### src/rtl/irq_ctrl_pkg.sv
package irq_ctrl_pkg;

    localparam int SRC_W = 16;
    localparam int VEC_W = 5;

    typedef logic [SRC_W-1:0] src_vec_t;
    typedef logic [VEC_W-1:0] irq_vec_t;

    typedef struct packed {
        logic     wr;
        src_vec_t data;
    } reg_wr_t;

    typedef struct packed {
        logic     valid;
        irq_vec_t index;
    } sel_t;

    // Highest set index in 15..1; bit 0 never selected.
    function automatic sel_t pick_highest(input src_vec_t cand);
        sel_t r;
        r.valid = 1'b0;
        r.index = '0;
        for (int i = 1; i < SRC_W; i++) begin
            if (cand[i]) begin
                r.valid = 1'b1;
                r.index = irq_vec_t'(i);
            end
        end
        return r;
    endfunction

endpackage

### src/rtl/irq_pend_reg.sv
module irq_pend_reg
    import irq_ctrl_pkg::*;
(
    input  logic     clk,
    input  logic     rst,
    input  src_vec_t evt_i,
    input  reg_wr_t  clr_i,
    output src_vec_t pend_o
);

    src_vec_t pend_q;
    src_vec_t clr_mask;

    assign clr_mask = clr_i.wr ? clr_i.data : '0;

    assign pend_q[0] = 1'b0;

    for (genvar g = 1; g < SRC_W; g++) begin : g_bit
        always_ff @(posedge clk) begin
            if (rst) begin
                pend_q[g] <= 1'b0;
            end else if (evt_i[g]) begin
                pend_q[g] <= 1'b1;
            end else if (clr_mask[g]) begin
                pend_q[g] <= 1'b0;
            end
        end
    end

    assign pend_o = pend_q;


    evt_sets_chk: assert property (@(posedge clk) disable iff (rst)
        1'b1 |=> ((pend_o & ($past(evt_i) & ~src_vec_t'(1))) == ($past(evt_i) & ~src_vec_t'(1))));


    idle_hold_chk: assert property (@(posedge clk) disable iff (rst)
        1'b1 |=> ((pend_o & ~$past(evt_i | clr_mask)) == ($past(pend_o) & ~$past(evt_i | clr_mask))));


    clr_only_chk: assert property (@(posedge clk) disable iff (rst)
        1'b1 |=> ((pend_o & ($past(clr_mask) & ~$past(evt_i))) == '0));

endmodule

### src/rtl/irq_mask_reg.sv
module irq_mask_reg
    import irq_ctrl_pkg::*;
(
    input  logic     clk,
    input  logic     rst,
    input  reg_wr_t  wr_i,
    output src_vec_t mask_o
);

    src_vec_t mask_q;

    assign mask_q[0] = 1'b0;

    for (genvar g = 1; g < SRC_W; g++) begin : g_bit
        always_ff @(posedge clk) begin
            if (rst) begin
                mask_q[g] <= 1'b0;
            end else if (wr_i.wr) begin
                mask_q[g] <= wr_i.data[g];
            end
        end
    end

    assign mask_o = mask_q;


    bit0_zero_chk: assert property (@(posedge clk) mask_o[0] == 1'b0);


    mask_wr_chk: assert property (@(posedge clk) disable iff (rst)
        wr_i.wr |=> (mask_o == ($past(wr_i.data) & ~src_vec_t'(1))));

    mask_hold_chk: assert property (@(posedge clk) disable iff (rst)
        !wr_i.wr |=> $stable(mask_o));

endmodule

### src/rtl/irq_prio_sel.sv
module irq_prio_sel
    import irq_ctrl_pkg::*;
(
    input  logic     clk,
    input  logic     rst,
    input  src_vec_t cand_i,
    output sel_t     sel_o
);

    assign sel_o = pick_highest(cand_i);


    prio_top_chk: assert property (@(posedge clk) disable iff (rst)
        sel_o.valid |-> ((cand_i >> sel_o.index) == src_vec_t'(1)));


    prio_none_chk: assert property (@(posedge clk) disable iff (rst)
        !sel_o.valid |-> ((cand_i & ~src_vec_t'(1)) == '0));

endmodule

### src/rtl/irq_mask_prio_ctrl.sv
module irq_mask_prio_ctrl
    import irq_ctrl_pkg::*;
(
    input  logic                 clk,
    input  logic                 rst,
    input  logic [SRC_W-1:0]     src_evt,
    input  logic                 mask_wr_en,
    input  logic [SRC_W-1:0]     mask_wr_data,
    input  logic                 pend_clr_en,
    input  logic [SRC_W-1:0]     pend_clr_data,
    input  logic                 iack,
    output logic [SRC_W-1:0]     mask_rd,
    output logic [SRC_W-1:0]     pend_rd,
    output logic                 irq_req,
    output logic [VEC_W-1:0]     iack_vec
);

    reg_wr_t  mask_wr;
    reg_wr_t  pend_clr;
    src_vec_t pend;
    src_vec_t mask;
    src_vec_t ack_mask;
    sel_t     ack_sel;

    assign mask_wr.wr    = mask_wr_en;
    assign mask_wr.data  = mask_wr_data;
    assign pend_clr.wr   = pend_clr_en;
    assign pend_clr.data = pend_clr_data;

    irq_pend_reg i_pend (
        .clk    (clk),
        .rst    (rst),
        .evt_i  (src_evt),
        .clr_i  (pend_clr),
        .pend_o (pend)
    );

    irq_mask_reg i_mask (
        .clk    (clk),
        .rst    (rst),
        .wr_i   (mask_wr),
        .mask_o (mask)
    );

    // An enable write racing the acknowledge decides the vector.
    assign ack_mask = mask_wr_en ? (mask_wr_data & ~src_vec_t'(1)) : mask;

    irq_prio_sel i_sel (
        .clk    (clk),
        .rst    (rst),
        .cand_i (pend & ack_mask),
        .sel_o  (ack_sel)
    );

    assign irq_req  = |(pend[SRC_W-1:1] & mask[SRC_W-1:1]);
    assign iack_vec = (iack && ack_sel.valid) ? ack_sel.index : '0;
    assign mask_rd  = mask;
    assign pend_rd  = pend;


    race_vec_chk: assert property (@(posedge clk) disable iff (rst)
        (iack && mask_wr_en && iack_vec != '0) |-> (mask_wr_data[iack_vec] && pend_rd[iack_vec]));


    idle_vec_chk: assert property (@(posedge clk) disable iff (rst)
        !iack |-> (iack_vec == '0));


    req_vec_chk: assert property (@(posedge clk) disable iff (rst)
        (iack && !mask_wr_en && !irq_req) |-> (iack_vec == '0));


    reset_chk: assert property (@(posedge clk)
        rst |=> (mask_rd == '0 && pend_rd == '0 && !irq_req));

endmodule

### config.mk
export PLATFORM = sky130hd
export DESIGN_NAME = irq_mask_prio_ctrl
export DESIGN_NICKNAME = d
export VERILOG_FILES = /design/src/rtl/irq_ctrl_pkg.sv /design/src/rtl/irq_pend_reg.sv /design/src/rtl/irq_mask_reg.sv /design/src/rtl/irq_prio_sel.sv /design/src/rtl/irq_mask_prio_ctrl.sv
export SDC_FILE = /design/constraint.sdc
export NUM_CORES = 1
export LEC_CHECK = 0
export ABC_AREA = 1
export BUFFER_PORTS_ARGS = -buffer_cell sky130_fd_sc_hd__buf_4
export CORE_ASPECT_RATIO = 1.75
export CORE_UTILIZATION = 43
export DETAILED_ROUTE_END_ITERATION = 6
export PLACE_DENSITY = 0.84
export SETUP_SLACK_MARGIN = 0.2
export SYNTH_ARGS = -nofsm -noshare
export SYNTH_HDL_FRONTEND = slang
export SYNTH_SLANG_ARGS = --single-unit
### constraint.sdc
create_clock -name clk -period 2.4 [get_ports clk]
set_input_delay 0.48 -clock clk [delete_from_list [all_inputs] [get_ports clk]]
set_output_delay 0.48 -clock clk [all_outputs]
set_load 0.05 [all_outputs]
* After elaboration in Yosys (flattened, before gate mapping)
Index checks and enable logic that the tools add are counted.
** Storage, ports and cells
- Register bits :: 30
- Input bits :: 53
- Output and inout port bits :: 38
- Logic and storage cells :: 97
** Cells by class
- Mux-type cells :: 48
- Bitwise logic cells :: 2
- Reduce and logical (&&, ||, !) cells :: 17
** Operators by type and width (count)
- $mux 6 :: 15
- $mux 16 :: 2
- $mux 1 :: 30
- $reduce_bool 2->1 :: 15
- $and 16x16->16 :: 1
- $and 15x15->15 :: 1
- $reduce_or 15->1 :: 1
- $mux 5 :: 1
- $logic_and 1x1->1 :: 1

* Longest topological paths before layout
- Word-level depth :: 19
- Mapped depth :: 19
- Depth with buffers taken out :: 18

* Cells and area by module
From an unflattened synthesis, not the netlist that was laid out.
** Unflattened totals
- Cells, all modules :: 316
- Area total of the unflattened synthesis :: 1805.5 µm²
** Modules (own cells, without submodules)
- irq_mask_reg :: times used 1, cells each 97, area each 645.6 µm², sequential area each 300.3 µm²
- irq_pend_reg :: times used 1, cells each 79, area each 581.8 µm², sequential area each 300.3 µm²
- irq_mask_prio_ctrl :: times used 1, cells each 95, area each 387.9 µm², sequential area each 0.0 µm²
- irq_prio_sel :: times used 1, cells each 45, area each 190.2 µm², sequential area each 0.0 µm²

* Worst setup path after synthesis
No wires, ideal clock.
- Kind :: input -> output
- Start point :: in mask_wr_en
- End point :: out iack_vec[1]
- Data arrival time :: 2.609 ns
- Required time :: 1.920 ns
- Setup slack :: -0.689 ns
- Stages on the path :: 10
- Path buffers :: 2
- Path through :: buf_6 > buf_8 > mux2i_1 > inv_1 > nand2_2 > nand2_2 > nor2_2 > a21boi_2 > a21oi_4 > a31oi_1
** Between the ends
- Longest elaborated chain between the ends :: 19
** Ends and longest elaborated chain
- start, declared :: line irq_mask_prio_ctrl.sv:7 : input logic mask_wr_en,
- $mux 16 * :: line irq_mask_prio_ctrl.sv:46 : assign ack_mask = mask_wr_en ? (mask_wr_data & ~src_vec_t'(1)) : mask;
- $and 16x16->16 * :: line irq_mask_prio_ctrl.sv:51 : .cand_i (pend & ack_mask),
- $mux 6 (14 in series) :: line irq_ctrl_pkg.sv:25 : if (cand[i]) begin
- $mux 6 * :: line irq_ctrl_pkg.sv:25
- $logic_and 1x1->1 :: line irq_mask_prio_ctrl.sv:56 : assign iack_vec = (iack && ack_sel.valid) ? ack_sel.index : '0;
- $mux 5 * :: line irq_mask_prio_ctrl.sv:56
- end, declared :: line irq_mask_prio_ctrl.sv:15 : output logic [VEC_W-1:0] iack_vec
Mark *: on every way between the ends. The rest lies on a longest branch, timed or not.

* Final worst setup path
- Start point :: reg i_mask.mask_q[1], in the netlist i_mask.mask_o[1]
- End point :: out iack_vec[0]
** Between the ends
- Longest elaborated chain between the ends :: 19
** Ends and longest elaborated chain
- start, declared :: line irq_mask_reg.sv:10 : src_vec_t mask_q;
- start signal, assigned by index :: line irq_mask_reg.sv:19 : mask_q[g] <= wr_i.data[g];
- $mux 16 * :: line irq_mask_prio_ctrl.sv:46
- $and 16x16->16 * :: line irq_mask_prio_ctrl.sv:51
- $mux 6 * (15 in series) :: line irq_ctrl_pkg.sv:25
- $logic_and 1x1->1 :: line irq_mask_prio_ctrl.sv:56
- $mux 5 * :: line irq_mask_prio_ctrl.sv:56
Marks and branches as above.

==> flow_results.xml <==
<?xml version="1.0" encoding="UTF-8"?>
<metrics>
  <group name="outcome">
    <metric name="outcome" unit="">finished, violations left</metric>
    <metric name="violations" unit="">negative setup slack</metric>
  </group>
  <group name="setup_path">
    <metric name="worst_path_max_delay_cell" unit="">dfxtp_2</metric>
    <metric name="cell_depth_of_the_worst_setup_path" unit="">19</metric>
    <metric name="endpoint_kind" unit="">output pin</metric>
    <metric name="critical_path.top_delay_family" unit="">simple AND/OR/NAND/NOR gates</metric>
    <metric name="critPathBufInv" unit="">2</metric>
    <metric name="critical_path.max_fanout" unit="">2</metric>
    <metric name="setup.reg_to_reg.worst_slack" unit="ps">90</metric>
    <metric name="worstSetupPathType" unit="">reg -&gt; out</metric>
    <metric name="critical_path.endpoint" unit="">iack_vec[0]</metric>
    <metric name="endpoint_required_time_on_the_critical_path" unit="ps">1920</metric>
    <metric name="timing.critical_path.arrival" unit="ps">1990</metric>
    <metric name="r2r-start" unit="">i_mask.mask_o[1]</metric>
    <metric name="worst_r2r_path_depth" unit="">18</metric>
    <metric name="setup.worst_path.start_class" unit="">register</metric>
    <metric name="cp_common_cell" unit="">nand2_1</metric>
    <metric name="critical_path.startpoint" unit="">i_mask.mask_o[1]</metric>
    <metric name="rr_endpoint" unit="">i_mask.mask_o[1]</metric>
    <metric name="cp_cell_sequence" unit="">inv_2 &gt; nand2_2 &gt; nand2_4 &gt; nor2_4 &gt; nand2_1 &gt; nand2_1 &gt; nand2_1 &gt; nand2_1 &gt; nand2_1 &gt; nand2_1 &gt; nand2_1 &gt; nand2_1 &gt; nand2_1 &gt; nand2_1 &gt; nand2_1 &gt; nand2_2 &gt; nand2_2 &gt; a21oi_4 &gt; buf_6</metric>
    <metric name="crit_path_max_incr_delay" unit="ps">340</metric>
  </group>
  <group name="sta">
    <metric name="post_layout_min_period" unit="ps">2474</metric>
    <metric name="setup_viol_count_final" unit="">3</metric>
    <metric name="hold_viol" unit="">0</metric>
    <metric name="final.setup.tns" unit="ps">-97.45</metric>
    <metric name="finalCritPeriodShare" unit="%">103.1</metric>
    <metric name="achievable-frequency" unit="MHz">404.3</metric>
    <metric name="total_count_of_max_transition_violations_in_the_final_report" unit="">0</metric>
    <metric name="rsz_0062_raised_after_global_routing" unit="">true</metric>
    <metric name="fin_ws" unit="ps">-73.66</metric>
    <metric name="skew" unit="ps">0</metric>
  </group>
  <group name="die">
    <metric name="number_of_top_level_pins" unit="">91</metric>
    <metric name="std_cell_rows" unit="">28</metric>
    <metric name="chipHeight" unit="µm">80.17</metric>
    <metric name="die_width" unit="µm">46.67</metric>
    <metric name="dieArea" unit="µm²">3742</metric>
    <metric name="initial_core_util" unit="%">44.64</metric>
    <metric name="coreArea" unit="µm²">3363</metric>
  </group>
  <group name="job">
    <metric name="drv_cap" unit="">0</metric>
  </group>
  <group name="routing">
    <metric name="detail_route.iter0.violations" unit="">54</metric>
    <metric name="drt-pass1-iter-count" unit="">4</metric>
    <metric name="detail-route-antenna-nets" unit="">0</metric>
    <metric name="vias_per_cell" unit="">5.016</metric>
    <metric name="vias" unit="">1921</metric>
    <metric name="route.final.wire_length" unit="µm">5699</metric>
    <metric name="wl_per_instance" unit="µm">14.88</metric>
    <metric name="drt_drc" unit="">0</metric>
  </group>
  <group name="global_routing">
    <metric name="first_global_vias" unit="">1952</metric>
    <metric name="overflow" unit="">0</metric>
    <metric name="grt_first_pass_wirelength" unit="µm">8259</metric>
    <metric name="maximum_number_of_pins_on_one_net_before_global_route_repair" unit="">31</metric>
    <metric name="grt_use_total" unit="%">31.12</metric>
    <metric name="grt_antenna_before_repair" unit="">0</metric>
  </group>
  <group name="synth">
    <metric name="synth.yosys.warnings" unit="">0</metric>
    <metric name="yosys-top-cells-count" unit="">nand2_1 (63), nor2_1 (31), dfxtp_1 (30), a21oi_1 (17), inv_1 (15)</metric>
    <metric name="ys_seq_area_share" unit="%">40.00</metric>
    <metric name="most_used_standard_cell_by_instance_count_after_synthesis" unit="">nand2_1</metric>
    <metric name="netlist-cell-type-count" unit="">33</metric>
    <metric name="post_synth_edffs" unit="">0</metric>
    <metric name="syn_inst" unit="">214</metric>
    <metric name="synth_top_flop_cell" unit="">dfxtp_1</metric>
    <metric name="syn-mean-instance-area" unit="µm²">7.016</metric>
    <metric name="yosys.area.top_type" unit="">dfxtp_1</metric>
    <metric name="synth-async-reset-ratio" unit="%">0</metric>
    <metric name="synthTopCellsByArea" unit="">dfxtp_1 (40%), nand2_1 (16%), nor2_1 (7.8%)</metric>
    <metric name="yosysTopAreaCellShare" unit="%">40.00</metric>
    <metric name="syn-cell-area" unit="µm²">1501</metric>
    <metric name="synth.ff_latch_count" unit="">30</metric>
  </group>
  <group name="power_and_ir_drop">
    <metric name="power.static_leakage" unit="nW">1.416</metric>
    <metric name="total_power" unit="mW">1.636</metric>
    <metric name="power_density" unit="nW/µm²">606.6</metric>
    <metric name="power.ir.vdd_worst" unit="µV">631.4</metric>
  </group>
  <group name="cells_and_area">
    <metric name="num_antenna_cells" unit="">0</metric>
    <metric name="post_layout_nonfiller_instances" unit="">383</metric>
    <metric name="area_growth_syn_to_layout" unit="%">79.67</metric>
    <metric name="finish.net_count" unit="">390</metric>
    <metric name="post-route-util" unit="%">80.21</metric>
    <metric name="layout-drive-gt1-share" unit="%">51.78</metric>
  </group>
  <group name="clock_network">
    <metric name="cts_root_buffer" unit="">clkbuf_8</metric>
    <metric name="worst_setup_hold_path_clk_slew" unit="ps">60</metric>
    <metric name="cts.htree.levels" unit="">2</metric>
    <metric name="numClockSinks" unit="">30</metric>
    <metric name="clkLatencyLatePin" unit="ps">280</metric>
    <metric name="tritoncts_clock_tree" unit="">done</metric>
    <metric name="ctsLongestPathBuffers" unit="">2</metric>
    <metric name="cts_buf_count" unit="">5</metric>
  </group>
  <group name="placement">
    <metric name="dpl.cell_count" unit="">358</metric>
    <metric name="hpwlAfterDp" unit="µm">3347</metric>
    <metric name="gp_routability_congestion" unit="">0.8350</metric>
    <metric name="placement.io_buffers" unit="">84</metric>
  </group>
  <group name="hold_path">
    <metric name="timing.hold.worst.class" unit="">in -&gt; reg</metric>
  </group>
</metrics>
flip-flops by register name, summed over array words and instances, names as in the netlist:
name	flops
i_mask.mask_o	15
i_pend.pend_o	15
worst min path at each step:
stage	startpoint	end	slack, ps	cells past startpoint
5_1_grt	src_evt[10]	i_pend.pend_o[10]	400	3
6_report	src_evt[8]	i_pend.pend_o[8]	390	3
2_1_floorplan	src_evt[10]	i_pend.pend_o[10]	600	2
3_3_place_gp	i_pend.pend_o[1]	i_pend.pend_o[1]	510	2
4_1_cts	src_evt[10]	i_pend.pend_o[10]	400	3
3_5_place_dp	i_pend.pend_o[1]	i_pend.pend_o[1]	510	2
worst reg2reg max path, stage by stage, from the launching register on:
cell and delay (ps):
dfxtp_2 340, inv_2 50, nand2_2 90, nand2_4 60, buf_4 130, buf_4 120, buf_6 100, buf_4 120
buf_4 120, buf_4 120, buf_4 120, buf_4 120, buf_4 120, buf_4 120, buf_4 120, buf_4 120
buf_4 120, buf_4 120, nor2_2 60
where the power goes:
group	leakage, nW	internal (mW)	total, mW	switching (mW)
Clock	0.0482	0.231	0.421	0.190
Sequential	0.251	0.533	0.570	0.0372
Combinational	1.12	0.268	0.645	0.377
what timing repair did:
action                                  in CTS  in global routing
pin swaps                                    4                  5
endpoints found under the setup margin       4                  5
gates resized for setup                     25                 16
hold buffers                                 0                  0
gates cloned                                 1                  0
setup buffers                               14                  2
metal layers:
metal	wire [µm]	global-route usage, %	up-vias
met2	3272	56.67	94
li1	-	-	913
met1	1868	28.83	888
met5	0	0	-
met3	290	7.640	26
met4	268	18.00	0
layout make-up:
cell class	count	area (µm²)
tap	45	56.30
sequential	30	603.1
fill	225	665.6
timing repair buffer	123	985.9
inverter	21	90.09
clock buffer	7	86.33
multi-input combinational	156	870.8
clock inverter	1	5.005
metrics by stage:
step	cell area (µm²)	worst slack, ps	hold slack [ps]
after global placement	2336	-115.9	506.1
after global routing	2698	-179.6	402.3
after floorplan	1556	-139.9	597.4
final	2698	-73.66	394.1
after detailed placement	2336	-138.6	515.0
after CTS	2634	55.49	395.8
logic make-up after synthesis:
family / count (synthesis) / share of synthesized area (%)
AND/OR/NAND/NOR: 113 / 31.25
AO/OA/AOI/OAI: 35 / 15.50
flip-flops: 30 / 40.00
buffers and inverters: 30 / 9.665
multiplexers: 5 / 3.333
other: 1 / 0.2498
cells in the final DEF (no fill, tap or decap), drive strengths merged, types with 2 or more instances in the layout:
| master | instances |
|---|---|
| a211oi | 2 |
| a21oi | 19 |
| buf | 123 |
| clkbuf | 7 |
| conb | 3 |
| dfxtp | 30 |
| inv | 20 |
| mux2i | 5 |
| nand2 | 69 |
| nand3 | 2 |
| nand4 | 2 |
| nor2 | 34 |
| o21ai | 7 |
| or2 | 6 |
Power figures use the tool's default switching activity.
